<file path="src/rtl/pgdram_pkg.sv">
package pgdram_pkg;
   localparam int ADDR_W    = 12;
   localparam int DATA_W    = 4;
   localparam int ROW_W     = 5;
   localparam int COL_W     = 5;
   localparam int BSEL_W    = ADDR_W - ROW_W - COL_W;
   localparam int MAX_BANKS = 1 << BSEL_W;
   localparam int REF_HOLD  = 2;

   typedef enum logic [2:0] {
      S_IDLE, S_SETTLE, S_REF, S_ROW, S_COL, S_ACK
   } ctl_state_e;

   typedef struct packed {
      logic [BSEL_W-1:0] bank;
      logic [ROW_W-1:0]  row;
      logic [COL_W-1:0]  col;
      logic              we;
      logic [DATA_W-1:0] wd;
   } acc_t;

   function automatic acc_t split_req(input logic [ADDR_W-1:0] a,
                                      input logic we,
                                      input logic [DATA_W-1:0] wd);
      acc_t r;
      r.bank = a[ADDR_W-1 -: BSEL_W];
      r.row  = a[COL_W +: ROW_W];
      r.col  = a[COL_W-1:0];
      r.we   = we;
      r.wd   = wd;
      return r;
   endfunction
endpackage

</file>
<file path="src/rtl/pgdram_settle.sv">
module pgdram_settle #(
   parameter int CLKS = 4
) (
   input  logic clk,
   input  logic rst_n,
   input  logic load,
   input  logic run,
   output logic done
);
   localparam int CW = $clog2(CLKS + 1);

   generate
      if (CLKS < 1) begin : g_bad
         $error("pgdram_settle: CLKS must be at least 1");
      end
      if (CLKS == 1) begin : g_direct
         logic unused_in;
         assign unused_in = ^{clk, rst_n, load, run};
         assign done      = 1'b1;
      end else begin : g_count
         logic [CW-1:0] cnt_q;
         always_ff @(posedge clk) begin
            if (!rst_n)      cnt_q <= '0;
            else if (load)   cnt_q <= '0;
            else if (run && !done) cnt_q <= cnt_q + 1'b1;
         end
         assign done = (cnt_q == CW'(CLKS - 1));

         p_settle_bound_r3: assert property (@(posedge clk) disable iff (!rst_n)
            run && !done && !load |=> cnt_q == $past(cnt_q) + 1'b1);
      end
   endgenerate
endmodule

</file>
<file path="src/rtl/pgdram_refresh.sv">
module pgdram_refresh #(
   parameter int ROW_W = 5,
   parameter int HOLD  = 2
) (
   input  logic             clk,
   input  logic             rst_n,
   input  logic             load,
   input  logic             run,
   output logic [ROW_W-1:0] row,
   output logic             last
);
   localparam int PW = (HOLD > 1) ? $clog2(HOLD) : 1;

   logic             ph_end;
   logic [ROW_W-1:0] row_q;

   generate
      if (HOLD < 1) begin : g_bad
         $error("pgdram_refresh: HOLD must be at least 1");
      end
      if (HOLD == 1) begin : g_single
         assign ph_end = 1'b1;
      end else begin : g_multi
         logic [PW-1:0] ph_q;
         always_ff @(posedge clk) begin
            if (!rst_n)    ph_q <= '0;
            else if (load) ph_q <= '0;
            else if (run)  ph_q <= ph_end ? '0 : ph_q + 1'b1;
         end
         assign ph_end = (ph_q == PW'(HOLD - 1));
      end
   endgenerate

   always_ff @(posedge clk) begin
      if (!rst_n)                            row_q <= '0;
      else if (load)                         row_q <= '1;
      else if (run && ph_end && row_q != '0) row_q <= row_q - 1'b1;
   end

   assign row  = row_q;
   assign last = ph_end && (row_q == '0);

   p_row_down_r4: assert property (@(posedge clk) disable iff (!rst_n)
      run && !load && ph_end && row_q != '0 |=> row_q == $past(row_q) - 1'b1);
   p_row_top_r4: assert property (@(posedge clk) disable iff (!rst_n)
      load |=> row_q == '1);
endmodule

</file>
<file path="src/rtl/pgdram_timer.sv">
module pgdram_timer #(
   parameter int LIMIT = 90000
) (
   input  logic clk,
   input  logic rst_n,
   input  logic clr,
   output logic expire
);
   localparam int CW = $clog2(LIMIT + 1);

   logic [CW-1:0] cnt_q;

   generate
      if (LIMIT < 2) begin : g_bad
         $error("pgdram_timer: LIMIT must be at least 2");
      end
   endgenerate

   always_ff @(posedge clk) begin
      if (!rst_n)       cnt_q <= '0;
      else if (clr)     cnt_q <= '0;
      else if (!expire) cnt_q <= cnt_q + 1'b1;
   end

   assign expire = (cnt_q == CW'(LIMIT - 1));

   p_timer_hold_r8: assert property (@(posedge clk) disable iff (!rst_n)
      expire && !clr |=> expire);
   p_timer_clear_r8: assert property (@(posedge clk) disable iff (!rst_n)
      clr |=> !expire);
endmodule

</file>
<file path="src/rtl/pgdram_ctrl.sv">
module pgdram_ctrl
   import pgdram_pkg::*;
#(
   parameter int NUM_BANKS    = 4,
   parameter int SETTLE_CLKS  = 4,
   parameter int TIMEOUT_CLKS = 90000
) (
   input  logic                 clk,
   input  logic                 rst_n,
   input  logic                 cyc_start,
   input  logic                 req,
   input  logic                 req_we,
   input  logic [ADDR_W-1:0]    req_addr,
   input  logic [DATA_W-1:0]    req_wdata,
   output logic                 ack,
   output logic [DATA_W-1:0]    rd_data,
   output logic [MAX_BANKS-1:0] bank_pwr,
   output logic [MAX_BANKS-1:0] row_stb,
   output logic [MAX_BANKS-1:0] col_stb,
   output logic [ROW_W-1:0]     mem_row,
   output logic [COL_W-1:0]     mem_col,
   output logic                 mem_we,
   output logic [DATA_W-1:0]    mem_wdata,
   input  logic [DATA_W-1:0]    mem_rdata
);
   localparam logic [MAX_BANKS-1:0] POP_MASK = MAX_BANKS'((1 << NUM_BANKS) - 1);
   localparam int OW = $clog2(SETTLE_CLKS + 1);

   generate
      if (NUM_BANKS < 1 || NUM_BANKS > MAX_BANKS) begin : g_bad_banks
         $error("pgdram_ctrl: NUM_BANKS out of range");
      end
      if (TIMEOUT_CLKS <= SETTLE_CLKS + REF_HOLD * (1 << ROW_W)) begin : g_bad_timeout
         $error("pgdram_ctrl: TIMEOUT_CLKS shorter than one pass");
      end
   endgenerate

   ctl_state_e           st_q;
   logic                 ref_mode_q, pend_q, swp_q, ack_q;
   acc_t                 acc_q;
   logic [MAX_BANKS-1:0] pwr_q;
   logic [DATA_W-1:0]    rd_q;

   logic settle_done, ref_last, expire;
   logic [ROW_W-1:0] ref_row;
   logic sweep_go, sweep_load, cap, bank_ok, in_ref, in_row, in_col;
   logic settle_load, ref_load;
   logic [MAX_BANKS-1:0] bank_sel;

   assign sweep_go   = swp_q | cyc_start | expire;
   assign sweep_load = (st_q == S_IDLE) && sweep_go;
   assign cap        = req && !pend_q && (st_q != S_ACK);
   assign bank_ok    = int'(acc_q.bank) < NUM_BANKS;
   assign bank_sel   = MAX_BANKS'(1) << acc_q.bank;
   assign settle_load = (st_q == S_IDLE) && (sweep_go || (pend_q && bank_ok));
   assign ref_load   = (st_q == S_SETTLE) && settle_done && ref_mode_q;
   assign in_ref     = (st_q == S_REF);
   assign in_row     = (st_q == S_ROW);
   assign in_col     = (st_q == S_COL);

   pgdram_settle #(.CLKS(SETTLE_CLKS)) u_settle (
      .clk (clk), .rst_n (rst_n), .load (settle_load),
      .run (st_q == S_SETTLE), .done (settle_done));

   pgdram_refresh #(.ROW_W(ROW_W), .HOLD(REF_HOLD)) u_refresh (
      .clk (clk), .rst_n (rst_n), .load (ref_load), .run (in_ref),
      .row (ref_row), .last (ref_last));

   pgdram_timer #(.LIMIT(TIMEOUT_CLKS)) u_timer (
      .clk (clk), .rst_n (rst_n), .clr (sweep_load), .expire (expire));

   always_ff @(posedge clk) begin
      if (!rst_n) begin
         st_q       <= S_IDLE;
         ref_mode_q <= 1'b0;
         pend_q     <= 1'b0;
         swp_q      <= 1'b0;
         acc_q      <= '0;
         pwr_q      <= '0;
         ack_q      <= 1'b0;
         rd_q       <= '0;
      end else begin
         ack_q <= 1'b0;
         swp_q <= sweep_load ? 1'b0 : (swp_q | cyc_start | expire);
         if (cap) begin
            pend_q <= 1'b1;
            acc_q  <= split_req(req_addr, req_we, req_wdata);
         end
         unique case (st_q)
            S_IDLE: begin
               if (sweep_go) begin
                  st_q       <= S_SETTLE;
                  ref_mode_q <= 1'b1;
                  pwr_q      <= POP_MASK;
               end else if (pend_q) begin
                  if (!bank_ok) begin
                     st_q   <= S_ACK;
                     ack_q  <= 1'b1;
                     rd_q   <= '0;
                     pend_q <= 1'b0;
                  end else begin
                     st_q       <= S_SETTLE;
                     ref_mode_q <= 1'b0;
                     pwr_q      <= bank_sel;
                  end
               end
            end
            S_SETTLE: begin
               if (settle_done) st_q <= ref_mode_q ? S_REF : S_ROW;
            end
            S_REF: begin
               if (ref_last) begin
                  if (pend_q && !bank_ok) begin
                     st_q   <= S_ACK;
                     ack_q  <= 1'b1;
                     rd_q   <= '0;
                     pend_q <= 1'b0;
                     pwr_q  <= '0;
                  end else if (pend_q) begin
                     st_q  <= S_ROW;
                     pwr_q <= bank_sel;
                  end else begin
                     st_q  <= S_IDLE;
                     pwr_q <= '0;
                  end
               end
            end
            S_ROW: st_q <= S_COL;
            S_COL: begin
               st_q   <= S_ACK;
               ack_q  <= 1'b1;
               pend_q <= 1'b0;
               pwr_q  <= '0;
               rd_q   <= acc_q.we ? '0 : mem_rdata;
            end
            S_ACK: st_q <= S_IDLE;
            default: st_q <= S_IDLE;
         endcase
      end
   end

   genvar b;
   generate
      for (b = 0; b < MAX_BANKS; b++) begin : g_bank
         if (b < NUM_BANKS) begin : g_pop
            logic hit;
            logic [OW-1:0] on_q;
            assign hit        = (acc_q.bank == BSEL_W'(b));
            assign row_stb[b] = in_ref | ((in_row | in_col) & hit);
            assign col_stb[b] = in_col & hit;

            always_ff @(posedge clk) begin
               if (!rst_n)                 on_q <= '0;
               else if (!pwr_q[b])         on_q <= '0;
               else if (on_q != OW'(SETTLE_CLKS)) on_q <= on_q + 1'b1;
            end

            p_settle_before_stb_r3: assert property (@(posedge clk) disable iff (!rst_n)
               row_stb[b] |-> on_q == OW'(SETTLE_CLKS));
            p_stb_needs_pwr_r3: assert property (@(posedge clk) disable iff (!rst_n)
               row_stb[b] |-> bank_pwr[b]);
         end else begin : g_unpop
            assign row_stb[b] = 1'b0;
            assign col_stb[b] = 1'b0;
            p_unpop_dark_r2: assert property (@(posedge clk) disable iff (!rst_n)
               !bank_pwr[b]);
         end
      end
   endgenerate

   assign bank_pwr  = pwr_q;
   assign ack       = ack_q;
   assign rd_data   = rd_q;
   assign mem_row   = in_ref ? ref_row : acc_q.row;
   assign mem_col   = in_col ? acc_q.col : '0;
   assign mem_we    = in_col & acc_q.we;
   assign mem_wdata = in_col ? acc_q.wd : '0;

   p_ack_pulse_r6: assert property (@(posedge clk) disable iff (!rst_n)
      ack |=> !ack);
   p_col_with_row_r1: assert property (@(posedge clk) disable iff (!rst_n)
      (col_stb & ~row_stb) == '0);
   p_data_single_r9: assert property (@(posedge clk) disable iff (!rst_n)
      col_stb != '0 |-> $onehot0(col_stb) && bank_pwr == col_stb);
   p_ref_no_col_r4: assert property (@(posedge clk) disable iff (!rst_n)
      in_ref |-> col_stb == '0 && !mem_we && bank_pwr == POP_MASK);
   p_idle_dark_r7: assert property (@(posedge clk) disable iff (!rst_n)
      (st_q == S_IDLE || ack) |-> bank_pwr == '0);
   p_no_ack_in_pass_r5: assert property (@(posedge clk) disable iff (!rst_n)
      in_ref |-> !ack && col_stb == '0);
endmodule

</file>
<file path="config.mk">
export PLATFORM = sky130hd
export DESIGN_NAME = pgdram_ctrl
export DESIGN_NICKNAME = d
export VERILOG_FILES = /design/src/rtl/pgdram_pkg.sv /design/src/rtl/pgdram_settle.sv /design/src/rtl/pgdram_refresh.sv /design/src/rtl/pgdram_timer.sv /design/src/rtl/pgdram_ctrl.sv
export SDC_FILE = /design/constraint.sdc
export NUM_CORES = 1
export LEC_CHECK = 0
export BUFFER_PORTS_ARGS = -buffer_cell sky130_fd_sc_hd__buf_2
export CAP_MARGIN = 20
export CORE_ASPECT_RATIO = 1.75
export CORE_MARGIN = 8
export CORE_UTILIZATION = 59
export CTS_CLUSTER_DIAMETER = 40
export DETAILED_ROUTE_END_ITERATION = 16
export PLACE_DENSITY = 0.81
export SLEW_MARGIN = 10
export SYNTH_ARGS = -nofsm -noshare
export SYNTH_HDL_FRONTEND = slang
export SYNTH_SLANG_ARGS = --single-unit
</file>
<file path="constraint.sdc">
create_clock -name clk -period 3.5 [get_ports clk]
set_input_delay 0.175 -clock clk [delete_from_list [all_inputs] [get_ports clk]]
set_output_delay 0.175 -clock clk [all_outputs]
set_load 0.01 [all_outputs]
</file>
-- Yosys cells after proc, flatten, opt, wreduce, memory -nomap -nowiden
Cells that the tools add are included.
- flip-flop bits (word level): 58
- word-level logic and storage cells: 100
- input port bits: 25
- output and inout port bits: 32
- add/sub/neg operators: 4
- reduce and logical (&&, ||, !) cells: 27
- multiplexer cells: 22
- eq/ne operators: 13
- shift operators: 1
- bitwise operators: 17
- operator list (cell ; count):
    2-to-1 mux 4 bit ; 6
    2-to-1 mux 5 bit ; 4
    adder 17 x 1 -> 17 bit (second input constant) ; 1
    equality test 17 bit (second input constant) ; 1
    case mux 3 bit (5 select lines) ; 1
    2-to-1 mux 3 bit ; 4
    case mux 4 bit (3 select lines) ; 1
    logical AND 1 bit ; 10
    bitwise AND 1 bit ; 9
    equality test 3 x 2 -> 1 bit (second input constant) ; 3
    OR reduction 2 bit ; 4
    OR 1 bit ; 7
    != test 3 bit (second input constant) ; 2
    AND reduction 3 bit ; 2
    logical NOT 5 bit ; 1
    2-to-1 mux 1 bit ; 5
    nonzero test 5 bit ; 1
    subtractor 5 x 1 -> 5 bit (second input constant) ; 1
    equality test 2 bit (second input constant) ; 2
    != test 2 bit (second input constant) ; 2
    nonzero test 2 bit ; 2
    left shift 1 x 2 -> 4 bit (first input constant) ; 1
    adder 3 x 1 -> 3 bit (second input constant) ; 1
    equality test 3 x 1 -> 1 bit (second input constant) ; 1
    11 further kinds ; 12

-- Depth between registers and ports, before layout
- depth in word-level cells: 5
- depth in mapped cells: 6
- depth with buffers taken out: 6

-- Modules after synthesis
A second synthesis with hierarchy kept.
- cells, all modules: 315
- area total of the unflattened synthesis: 2867.8 µm²
- by module, submodules not included (module ; seq. area each (µm²) ; times used ; cells an instance ; area an instance (µm²)):
    pgdram_ctrl ; 640.6 ; 1 ; 177 ; 1611.5
    pgdram_timer ; 340.3 ; 1 ; 91 ; 804.5
    pgdram_refresh ; 120.1 ; 1 ; 33 ; 300.3
    pgdram_settle ; 60.1 ; 1 ; 14 ; 151.4

-- Worst setup path before layout
Ideal clock, no wire load.
- path type: register to register
- start: register u_refresh.row_q[0], in the netlist u_refresh.row[0]
- end: register pwr_q[0], in the netlist bank_pwr[0]
- data arrival time: 1.769 ns
- path slack: 1.596 ns
- cell stages (with the launch flop): 7
- buffers on the path: 0
- setup time: 0.135 ns
- required time: 3.365 ns
- clock period less this slack: 1.904 ns
- cells stage by stage: dfxtp_1 -> inv_1 -> ha_1 -> nor4b_1 -> a311oi_1 -> a211oi_1 -> o22ai_1
- longest elaborated chain between the ends: 4
- ends and longest elaborated chain (what ; RTL line ; text):
    from (decl) ; pgdram_refresh.sv:15 ; logic [ROW_W-1:0] row_q;
    from (signal assigned) ; pgdram_refresh.sv:37 ; else if (run && ph_end && row_q != '0) row_q <= row_q - 1'b1;
    logical NOT 5 bit ; pgdram_refresh.sv:41 ; assign last = ph_end && (row_q == '0);
    logical AND 1 bit ; pgdram_refresh.sv:41 ;
    != test 2 bit (no source line) ; n/a ;
    AND reduction 3 bit (no source line) ; n/a ;
    to (signal assigned) ; pgdram_ctrl.sv:104 ; pwr_q <= bank_sel;
    to (signal assigned) ; pgdram_ctrl.sv:121 ; pwr_q <= bank_sel;
    to (decl) ; pgdram_ctrl.sv:41 ; logic [MAX_BANKS-1:0] pwr_q;
Every way passes these cells.
A chain may end at the register's enable or synchronous reset.

-- Final worst setup path
- start: register st_q[0]
- end: output row_stb[0]
- longest elaborated chain between the ends: 4
- elaborated cells on any way between the ends: 6
- those cells by class: 3 x eq/ne; 3 x bitwise
- ends and longest elaborated chain (what ; RTL line ; text):
    from (decl) ; pgdram_ctrl.sv:38 ; ctl_state_e st_q;
    from (signal assigned) ; pgdram_ctrl.sv:109 ; if (settle_done) st_q <= ref_mode_q ? S_REF : S_ROW;
    equality test 3 x 2 -> 1 bit or equality test 3 bit (tied branches) ; pgdram_ctrl.sv:58, pgdram_ctrl.sv:59 ;
    OR 1 bit ; pgdram_ctrl.sv:149 ; assign row_stb[b] = in_ref | ((in_row | in_col) & hit);
    bitwise AND 1 bit ; pgdram_ctrl.sv:149 ;
    OR 1 bit * ; pgdram_ctrl.sv:149 ;
    to (decl) ; pgdram_ctrl.sv:18 ; output logic [MAX_BANKS-1:0] row_stb,
Mark *: on every way between the ends. The rest lies on a longest branch, timed or not.

==> results.py <==
metrics = {
    "power": {
        "power.density_nw_per_um2": 407.9,
        "ir_drop_v": 0.0004028,
        "p_leak_uw": 0.001461,
    },
    "sta": {
        "fin_tns_setup_ns": 0,
        "tightestPinTransition_ns": 0.8458,
        "finalHoldViolations": 0,
        "finClkSkew_ns": 0.004292,
        "rsz0062_at_grt": "false",
        "fmax_mhz": 392.8,
        "slew-limit-headroom": 0.4282,
        "slew_viol_final": 0,
        "fin_crit_sh": 0.7274,
        "hold_ws_ns": 0.09479,
        "finalSetupViolCount": 0,
        "period_minus_slack_ns": 2.546,
    },
    "synth": {
        "async_reset_ff_frac": 0,
        "synth-seq-area-share": 0.4063,
        "syn_inst": 314,
        "syn_area_um2": 2858,
        "syn_nets": 343,
        "synth-seq-cells": 58,
        "yosysWarnings": 0,
        "syn_area_per_cell_um2": 9.101,
        "synth_ff_type": "dfxtp_1",
        "synth_edf_count": 0,
        "yosysUniqueCellTypes": 49,
    },
    "clock_tree": {
        "clock_path_buffers": 2,
        "cts_hold_buf": 0,
        "cts_setup_buffers": 0,
        "cts_made_buffers": 9,
        "cts_tree": "built",
        "clockRootBuffer": "clkbuf_8",
        "cts-resized-gates": 0,
        "worst_skew_pair.late_latency_ns": 0.33,
        "cts_sinks": 58,
        "clkTransAtPathRegs_ns": 0.06,
        "ctsHtreeMaxLevel": 3,
    },
    "die": {
        "fp.dieW_um": 68.61,
        "start_util": 0.6125,
        "num_rows": 33,
        "die_area_um2": 7414,
        "ioPinCount": 57,
        "core-area_um2": 4666,
        "fp.dieH_um": 108.1,
    },
    "layout": {
        "design_area_um2": 3307,
        "fillerInstances": 380,
        "final_common_cell": "dfxtp_1",
        "drive_gt1_frac": 0.2426,
        "regArea_um2": 1161,
        "syn_to_final_growth_pct": 15.72,
        "final_cell_mix": "58 x dfxtp_1, 56 x buf_2, 22 x nor2_1",
        "nets": 395,
        "antenna_cells": 0,
        "multi_input_area_um2": 1592,
    },
    "drt": {
        "drt_pass1_iterations": 4,
        "drc_errors": 0,
        "first_iter_violations": 109,
        "drt_wl_total_mm": 6.674,
        "antenna_left": 0,
        "wire_per_inst_um": 15.78,
        "post_drt_via_cell_ratio": 5.835,
        "via_count": 2468,
    },
    "setup_path": {
        "worstPathArrival_ns": 2.37,
        "critPathKind": "register to output pin",
        "crit_fanout": 16,
        "crit_path_start_kind": "register",
        "worstPathRequired_ns": 3.32,
        "end_kind": "output pin",
    },
    "global_route": {
        "grt_start_max_net_pins": 42,
        "track_usage": 0.1979,
        "antenna_found_initial": 0,
        "overflow": 0,
        "grt_pass1_vias": 2623,
        "grt_pass1_wl_mm": 11.49,
    },
    "place": {
        "io_buffers": 56,
        "dp_hpwl_mm": 4.765,
        "gp_congestion": 0.8339,
        "placed_cell_area_um2": 3143,
    },
    "job": {
        "max_cap_violations": 0,
    },
    "outcome": {
        "status": "completed",
    },
    "worst_hold_path": {
        "hold_path.class": "input pin to register",
    },
}
-- report_power, final --
part	switching [uW]	internal (uW)	leakage, uW
logic	63.0	57.5	0.000901
clock network	251	273	0.0000872
registers	20.3	684	0.000472
total	334	1010	0.00146
-- per-stage QoR --
stage	setup WS, ns	power, uW	std cells	util
5_1_grt	0.6747	1401	423	0.7088
3_5_place_dp	1.164	840.3	407	0.6736
3_3_place_gp	1.208	835.7	407	0.6736
6_report	0.9541	1349	423	0.7088
4_1_cts	0.9474	1364	423	0.7088
2_1_floorplan	1.596	800.6	314	-
-- area by class of cell --
type	count	share of cell area
clock buffer	13	0.04502
tap	52	0.01967
sequential	58	0.3511
clock inverter	3	0.004540
multi-input combinational	231	0.4813
timing repair buffer	58	0.08929
inverter	8	0.009081
-- logic make-up after synthesis --
logic type	synth area share
and+or+nand+nor	0.2675
DFF	0.4063
muxes	0.09019
buffers and inverters	0.03677
xor gates and xnor gates	0.04904
AOI/OAI and AO/OA	0.1327
adders and majority gates	0.01751
-- layer usage --
layer | up-vias | global-route usage | part of all wire
met5 | - | 0 | 0
met4 | 0 | 0.1163 | 0.030
met3 | 16 | 0.06522 | 0.050
met2 | 62 | 0.3480 | 0.54
met1 | 1161 | 0.1891 | 0.38
li1 | 1229 | - | -
-- worst max-delay path: stages, from the launching register on --
cell     delay, ns
dfxtp_1       0.48
nor2_1        0.64
nand2_1       0.36
nor3_1        0.28
a31o_2        0.15
buf_2         0.13
-- synthesized netlist by cell type (all sizes together) (5+ instances only) --
cell    number  area share
a21boi      13       0.034
and3        15       0.033
clkbuf      12       0.016
mux2         6       0.024
or3          5       0.011
nor2b       17       0.037
nand2       17       0.022
mux2i       19       0.067
a21oi        9       0.016
xor2        13       0.040
nand4       13       0.028
buf          5       0.011
nor2        25       0.035
inv          8       0.011
o21ai        9       0.020
and4         6       0.018
nand2b       5       0.011
nand3        8       0.014
dfxtp       58        0.41
-- flip-flops by register name, summed over array words and instances, names as in the netlist, 3 cells and up --
signal and count:
rd_data 4, u_settle.g_count.cnt_q 3, acc_q 17, u_timer.cnt_q 17, u_refresh.row 5, bank_pwr 4
st_q 3
-- final timing paths --
check / startpoint / to / slack (ns) / depth (start not counted)
max: st_q[0] / row_stb[0] / 0.95 / 5
min: req_wdata[2] / acc_q[2] / 0.09 / 3
max reg2reg: u_refresh.row[0] / bank_pwr[0] / 1.15 / 6
min reg2reg: bank_pwr[2] / bank_pwr[2] / 0.46 / 2
(Power assumes the default switching activity.)
